[config.mk]
export PLATFORM = sky130hd
export DESIGN_NAME = gpio_irq_bank
export DESIGN_NICKNAME = d
export VERILOG_FILES = /design/src/rtl/gpio_irq_pkg.sv /design/src/rtl/gpio_irq_cfg.sv /design/src/rtl/gpio_irq_detect.sv /design/src/rtl/gpio_irq_status.sv /design/src/rtl/gpio_irq_bank.sv
export SDC_FILE = /design/constraint.sdc
export NUM_CORES = 1
export LEC_CHECK = 0
export ABC_CLOCK_PERIOD_IN_PS = 1300
export BUFFER_PORTS_ARGS = -buffer_cell sky130_fd_sc_hd__buf_2
export CAP_MARGIN = 20
export CORE_AREA = 2 2 192 194
export CTS_CLUSTER_SIZE = 40
export DETAILED_ROUTE_END_ITERATION = 10
export DIE_AREA = 0 0 194 196
export GPL_TIMING_DRIVEN = 0
export PLACE_DENSITY = 0.59
export SYNTH_ARGS = -nofsm -noshare
export SYNTH_HDL_FRONTEND = slang
export SYNTH_SLANG_ARGS = --single-unit
[constraint.sdc]
create_clock -name clk -period 1.3 [get_ports clk]
set_input_delay 0.065 -clock clk [delete_from_list [all_inputs] [get_ports clk]]
set_output_delay 0.065 -clock clk [all_outputs]
set_load 0.03 [all_outputs]
[src/rtl/gpio_irq_pkg.sv]
package gpio_irq_pkg;
  localparam int BUS_AW = 8;
  localparam int BUS_DW = 32;

  // Byte offsets inside the bank window; software decodes these.
  localparam logic [BUS_AW-1:0] OFS_MASK_RD  = 8'h0C;
  localparam logic [BUS_AW-1:0] OFS_UNMASK   = 8'h10;
  localparam logic [BUS_AW-1:0] OFS_MASKSET  = 8'h14;
  localparam logic [BUS_AW-1:0] OFS_STATUS   = 8'h18;
  localparam logic [BUS_AW-1:0] OFS_TRIGTYPE = 8'h1C;
  localparam logic [BUS_AW-1:0] OFS_POLARITY = 8'h20;
  localparam logic [BUS_AW-1:0] OFS_BOTHEDGE = 8'h24;
endpackage

[src/rtl/gpio_irq_cfg.sv]
module gpio_irq_cfg
  import gpio_irq_pkg::*;
#(
  parameter int NPINS = 32
) (
  input  logic              clk,
  input  logic              rst_n,
  input  logic              wr_i,
  input  logic [BUS_AW-1:0] addr_i,
  input  logic [NPINS-1:0]  wdata_i,
  output logic [NPINS-1:0]  trig_edge_o,
  output logic [NPINS-1:0]  pol_hi_o,
  output logic [NPINS-1:0]  both_o,
  output logic [NPINS-1:0]  mask_o,
  output logic [NPINS-1:0]  clr_o
);

  logic [NPINS-1:0] trig_q, trig_d;
  logic [NPINS-1:0] pol_q, pol_d;
  logic [NPINS-1:0] both_q, both_d;
  logic [NPINS-1:0] mask_q, mask_d;
  logic             en_trig, en_pol, en_both, en_unmask, en_maskset;

  assign en_trig    = wr_i && (addr_i == OFS_TRIGTYPE);
  assign en_pol     = wr_i && (addr_i == OFS_POLARITY);
  assign en_both    = wr_i && (addr_i == OFS_BOTHEDGE);
  assign en_unmask  = wr_i && (addr_i == OFS_UNMASK);
  assign en_maskset = wr_i && (addr_i == OFS_MASKSET);

  always_comb begin
    trig_d = trig_q;
    pol_d  = pol_q;
    both_d = both_q;
    mask_d = mask_q;
    if (en_trig)    trig_d = wdata_i;
    if (en_pol)     pol_d  = wdata_i;
    if (en_both)    both_d = wdata_i;
    if (en_unmask)  mask_d = mask_q & ~wdata_i;
    if (en_maskset) mask_d = mask_q | wdata_i;
  end

  always_ff @(posedge clk or negedge rst_n) begin
    if (!rst_n) begin
      trig_q <= '0;
      pol_q  <= '0;
      both_q <= '0;
      mask_q <= '1;
    end else begin
      trig_q <= trig_d;
      pol_q  <= pol_d;
      both_q <= both_d;
      mask_q <= mask_d;
    end
  end

  assign trig_edge_o = trig_q;
  assign pol_hi_o    = pol_q;
  assign both_o      = both_q;
  assign mask_o      = mask_q;
  assign clr_o       = (wr_i && (addr_i == OFS_STATUS)) ? wdata_i : '0;

  // Unmask command clears every written-one bit
  assert_unmask_clears_R5: assert property (@(posedge clk) disable iff (!rst_n)
    en_unmask |=> ((mask_q & $past(wdata_i)) == '0));

  // Mask command sets every written-one bit
  assert_maskset_sets_R5: assert property (@(posedge clk) disable iff (!rst_n)
    en_maskset |=> ((mask_q & $past(wdata_i)) == $past(wdata_i)));

  // Zero bits of either command leave the mask alone
  assert_zero_bits_keep_R5: assert property (@(posedge clk) disable iff (!rst_n)
    (en_unmask || en_maskset) |=>
      ((mask_q & ~$past(wdata_i)) == ($past(mask_q) & ~$past(wdata_i))));

endmodule

[src/rtl/gpio_irq_detect.sv]
module gpio_irq_detect #(
  parameter int NPINS = 32
) (
  input  logic             clk,
  input  logic             rst_n,
  input  logic [NPINS-1:0] pin_i,
  input  logic [NPINS-1:0] trig_edge_i,
  input  logic [NPINS-1:0] pol_hi_i,
  input  logic [NPINS-1:0] both_i,
  output logic [NPINS-1:0] event_o
);

  logic [NPINS-1:0] prev_q, prev_d;

  assign prev_d = pin_i;

  always_ff @(posedge clk or negedge rst_n) begin
    if (!rst_n) prev_q <= '0;
    else        prev_q <= prev_d;
  end

  for (genvar g = 0; g < NPINS; g++) begin : g_pin
    logic rise, fall, lvl;
    assign rise = pin_i[g] & ~prev_q[g];
    assign fall = ~pin_i[g] & prev_q[g];
    assign lvl  = pol_hi_i[g] ? pin_i[g] : ~pin_i[g];
    assign event_o[g] = trig_edge_i[g]
                        ? (both_i[g] ? (rise | fall) : (pol_hi_i[g] ? rise : fall))
                        : lvl;
  end

endmodule

[src/rtl/gpio_irq_status.sv]
module gpio_irq_status #(
  parameter int NPINS = 32
) (
  input  logic             clk,
  input  logic             rst_n,
  input  logic [NPINS-1:0] event_i,
  input  logic [NPINS-1:0] clr_i,
  input  logic [NPINS-1:0] mask_i,
  output logic [NPINS-1:0] status_o,
  output logic             irq_o
);

  logic [NPINS-1:0] stat_q, stat_d;

  // New events take priority over a clear in the same cycle.
  always_comb begin
    stat_d = (stat_q & ~clr_i) | event_i;
  end

  always_ff @(posedge clk or negedge rst_n) begin
    if (!rst_n) stat_q <= '0;
    else        stat_q <= stat_d;
  end

  assign status_o = stat_q;
  assign irq_o    = |(stat_q & ~mask_i);

  // Every event, masked or not, lands in status
  assert_event_latched_R8: assert property (@(posedge clk) disable iff (!rst_n)
    1'b1 |=> ((stat_q & $past(event_i)) == $past(event_i)));

  // A clear without a coinciding event leaves the bit at 0
  assert_clear_works_R7: assert property (@(posedge clk) disable iff (!rst_n)
    1'b1 |=> ((stat_q & $past(clr_i & ~event_i)) == '0));

  // Bits neither cleared nor hit stay as they were
  assert_sticky_R7: assert property (@(posedge clk) disable iff (!rst_n)
    1'b1 |=> ((stat_q & $past(~clr_i & ~event_i)) == ($past(stat_q) & $past(~clr_i & ~event_i))));

endmodule

[src/rtl/gpio_irq_bank.sv]
module gpio_irq_bank
  import gpio_irq_pkg::*;
#(
  parameter int NPINS = 32
) (
  input  logic              clk,
  input  logic              rst_n,
  input  logic              bus_wr,
  input  logic [BUS_AW-1:0] bus_addr,
  input  logic [BUS_DW-1:0] bus_wdata,
  output logic [BUS_DW-1:0] bus_rdata,
  input  logic [NPINS-1:0]  pin_in,
  output logic              irq
);

  logic [NPINS-1:0] trig_w, pol_w, both_w, mask_w, clr_w, event_w, stat_w;
  logic [NPINS-1:0] rd_pins;

  gpio_irq_cfg #(.NPINS(NPINS)) u_cfg (
    .clk         (clk),
    .rst_n       (rst_n),
    .wr_i        (bus_wr),
    .addr_i      (bus_addr),
    .wdata_i     (bus_wdata[NPINS-1:0]),
    .trig_edge_o (trig_w),
    .pol_hi_o    (pol_w),
    .both_o      (both_w),
    .mask_o      (mask_w),
    .clr_o       (clr_w)
  );

  gpio_irq_detect #(.NPINS(NPINS)) u_detect (
    .clk         (clk),
    .rst_n       (rst_n),
    .pin_i       (pin_in),
    .trig_edge_i (trig_w),
    .pol_hi_i    (pol_w),
    .both_i      (both_w),
    .event_o     (event_w)
  );

  gpio_irq_status #(.NPINS(NPINS)) u_status (
    .clk      (clk),
    .rst_n    (rst_n),
    .event_i  (event_w),
    .clr_i    (clr_w),
    .mask_i   (mask_w),
    .status_o (stat_w),
    .irq_o    (irq)
  );

  always_comb begin
    case (bus_addr)
      OFS_MASK_RD:  rd_pins = mask_w;
      OFS_STATUS:   rd_pins = stat_w;
      OFS_TRIGTYPE: rd_pins = trig_w;
      OFS_POLARITY: rd_pins = pol_w;
      OFS_BOTHEDGE: rd_pins = both_w;
      default:      rd_pins = '0;
    endcase
  end

  assign bus_rdata = BUS_DW'(rd_pins);

  // With every pin masked the bank stays quiet
  assert_all_masked_quiet_R9: assert property (@(posedge clk) disable iff (!rst_n)
    (&mask_w) |-> !irq);

  // An interrupt always has a latched status behind it
  assert_irq_has_source_R9: assert property (@(posedge clk) disable iff (!rst_n)
    irq |-> (stat_w != '0));

endmodule

==> summary.md <==
| Metric | Value |
|---|---|
| Die area | `38020 µm²` |
| Total CTS buffers | `17` |
| FF-to-FF End | `u_status.status_o[26]$_DFF_PN0_` |
| Drt via density | `4.859` |
| Clock Skew | `0.009242 ns` |
| WL/cell | `18.44 µm` |
| R2R Path Start | `u_detect.prev_q[26]$_DFF_PN0_` |
| Synth warn | `0` |
| # nets final | `1303` |
| Mean post-synth cell area | `around 11 µm²` |
| Max_cap viols | `0` |
| Share of layout cells above drive strength 1 | `0.3331` |
| Top FF cell, synth | `dfrtp_1` |
| WS Path Type | `reg -> out` |
| Final setup vio count | `just over 40` |
| Final wirelength | `30330 µm` |
| Starting density of the core | `0.2958` |
| VDD IR-drop max | `approximately 0.00084 V` |
| 1st-iter DRT viols | `491` |
| FF+latch count, synth | `between 150 and 200` |
| Post-Syn Area | `10670 µm²` |
| Tcrit/Tclk final | `1.542` |
| Slew Viols, Final | `0` |
| Combinational share of power | `0.116` |
| Vias | `7993` |
| Internal power | `around 0.010 W` |
| HP Class | `in -> reg` |
| Count of buffers from port buffering | `approximately 110` |
| Slew margin rel. | `0.6303` |
| Antenna-violating nets left | `0` |
| Status | `finished with violations` |
| Failing checks | `negative setup slack` |
| Clk root buf | `clkbuf_16` |
| Distinct cell type count after synthesis | `37` |
| Rows | `70` |
| Synth top area share | `0.3751` |
| Synth top cells by count | `160 x dfrtp_1, 102 x nand2_1, 96 x inv_1` |
| Max stage delay on crit path | `0.58 ns` |
| Clock sink total | `~190` |
| Boundary Pins | `108` |
| Setup Slack @ Placement | `-0.7410 ns` |
| CP startpoint kind | `flop` |
| Setup WS post-layout | `-0.7048 ns` |
| First-pass GRT wire length | `46540 µm` |
| Largest fanout on the critical path | `3` |
| Reg power frac | `0.483` |
| WHS Path Cells | `4` |
| Most frequent cell after synthesis | `dfrtp_1` |
| Power share of the clock group | `0.401` |
| Seq/Total Area, Yosys | `0.4539` |
| Switch share | `0.2475` |
| Cell count after synthesis | `940` |
| Remaining Overflow, GRT | `0` |
| Worst skew pair latency | `0.43 ns` |
| Final Hold Fails | `0` |
| DRC viols | `0` |
| TNS Setup | `-8.799 ns` |
| P_sw | `0.003319 W` |
| Ant diodes | `0` |
| Number of synthesized flops with an enable pin | `0` |
| Initial antenna violation count | `0` |
| Hold wc startpoint | `pin_in[3]` |
| H-tree depth | `4` |
| Leak | `7.112 nW` |
| Crit end category | `output port` |
| Tot GR Track Use | `0.1586` |
| Largest net degree at the start of global routing | `112` |
| Vias in the first global route | `8101` |
| Core footprint | `36080 µm²` |
| CP Data Required Time | `1.24 ns` |
| RSZ-0062 raised after global routing | `true` |
| Worst-path clk slew | `0.07 ns` |
| Fmax | `498.8 MHz` |
| CTS tree | `built` |
| Power density over the cells | `949.9 nW/µm²` |
| Area leader, netlist | `dfrtp_1` |
| Async set-or-reset flop fraction in the synthesized netlist | `1.000` |
| R2R Setup Slk | `-0.06 ns` |
| CP arrival | `1.94 ns` |
| Clock Tree Buf Depth | `2` |
| Fillers | `3555` |
| Net Count, Synth | `around 1100` |
| DR pass1 iterations | `5` |
| Area Overhead vs Synth | `32.26%` |
| CP cell instances | `o22ai_4 > nor4_4 > nand4_1 > buf_6` |
| Final Wtd Congestion | `about 0.8` |
| Tmin final | `2.005 ns` |
| Ranking of synthesized cells by area | `dfrtp_1 38%, mux2_2 8.9%, dfstp_2 7.9%` |
| CP max stage cell | `dfstp_2` |
| End of the worst hold path | `u_status.status_o[3]$_DFF_PN0_` |
| DIE WIDTH | `between 150 and 200 µm` |
| Die Y | `between 150 and 200 µm` |
| Post-DP HPWL | `20910 µm` |
| FF-to-FF path depth | `4` |
| Worst-Margin Slew | `0.5546 ns` |
==> per-stage QoR <==
| step | area, µm² | utilization | hold WS [ns] | power, W | std cells |
|---|---|---|---|---|---|
| after global placement | 11800 | 0.3271 | 0.2284 | 0.007739 | 1513 |
| after detailed placement | 11840 | 0.3282 | 0.1126 | 0.007790 | 1514 |
| final | 14120 | 0.3912 | 0.03129 | 0.01341 | 1645 |
| after CTS | 13780 | 0.3818 | 0.01587 | 0.01347 | 1642 |
| after floorplan | 10690 | - | -0.2306 | 0.007199 | 940 |
| after global routing | 14120 | 0.3912 | 0.03258 | 0.01399 | 1645 |
==> layout make-up <==
class | instances | area [µm²] | share of cell area
Timing Repair Buffer | 205 | 1738 | 0.1231
Tap cell | 468 | 585.6 | 0.04148
Inverter | 96 | 360.3 | 0.02553
Buffer | 35 | 307.8 | 0.02180
Clock buffer | 24 | 491.7 | 0.03483
Multi-Input combinational cell | 617 | 5683 | 0.4026
Clock inverter | 8 | 103.9 | 0.007357
Sequential cell | 192 | 4846 | 0.3433
==> layout by cell type, fill, tap and decap left out, types with 4 or more instances in the layout <==
master | Yosys | final
mux2i_2 | 0 | 4
mux2_2 | 84 | 75
mux2_1 | 66 | 66
dfstp_2 | 32 | 32
inv_1 | 96 | 96
and2_1 | 15 | 15
clkinvlp_4 | 0 | 4
nor2b_1 | 12 | 12
dlygate4sd3_1 | 0 | 64
clkbuf_1 | 10 | 6
buf_2 | 16 | 71
dfrtp_1 | 160 | 159
a211oi_2 | 0 | 8
nor2_1 | 11 | 10
a211o_1 | 8 | 8
xor2_1 | 32 | 32
clkbuf_16 | 0 | 18
nand2_1 | 102 | 98
ha_1 | 64 | 35
o22ai_1 | 52 | 47
buf_4 | 2 | 44
mux2i_1 | 61 | 57
o211ai_1 | 14 | 14
clkbuf_8 | 0 | 8
o221ai_1 | 20 | 15
o211a_1 | 8 | 8
a21o_1 | 36 | 36
buf_6 | 6 | 46
ha_2 | 0 | 29
mux2_4 | 0 | 9
==> metal layers <==
layer | share of wire | GRT usage | wire length [µm] | vias up
met5 | 0 | 0 | 0 | -
met4 | 0.010 | 0.03648 | 314 | 0
met3 | 0.048 | 0.02561 | 1455 | 19
met2 | 0.48 | 0.2573 | 14480 | 189
met1 | 0.46 | 0.2222 | 14090 | 4030
li1 | - | - | - | 3755
==> power by group through the flow <==
stage / logic [W] / clock network, W / registers (W)
4_1_cts: 0.00149 / 0.00551 / 0.00646
3_3_place_gp: 0.00115 / 0 / 0.00659
3_5_place_dp: 0.00119 / 0 / 0.00660
2_1_floorplan: 0.000671 / 0 / 0.00653
5_1_grt: 0.00174 / 0.00574 / 0.00651
6_report: 0.00155 / 0.00537 / 0.00648
==> worst max path at each step <==
stage                 from                            end  slack, ns  depth (start not counted)
2_1_floorplan  bus_addr[2]                  bus_rdata[22]      -0.08                          5
3_3_place_gp         rst_n  u_detect.prev_q[15]$_DFF_PN0_      -3.28                          1
3_5_place_dp   bus_addr[7]                   bus_rdata[1]      -0.74                          6
4_1_cts               flop                            irq      -0.74                          4
5_1_grt               flop                            irq      -0.73                          4
6_report              flop                            irq      -0.70                          4
==> timing repair <==
item	4_1_cts	5_1_grt
pin swaps	20	29
setup buffers	31	2
hold buffers	65	0
gates cloned	0	1
endpoints found under the hold margin	244	0
resized for setup	127	75
setup endpoints to repair	75	194
==> logic make-up after synthesis <==
logic type                 count (synthesis)  share of synthesized area
muxes                                    211                     0.2155
xor gates and xnor gates                  32                    0.02626
DFF                                      192                     0.4539
and+or+nand+nor                          159                    0.07104
adders and majority gates                 64                    0.07503
AOI/OAI and AO/OA                        151                     0.1053
buffers and inverters                    131                    0.05299
==> critical path, delay by kind of cell, from the launching register on <==
family | cells | cell delay [ns]
buf+inv | 1 | 0.24
flops | 1 | 0.58
simple gates | 2 | 0.60
compound gates | 1 | 0.09
(Power assumes the default switching activity.)
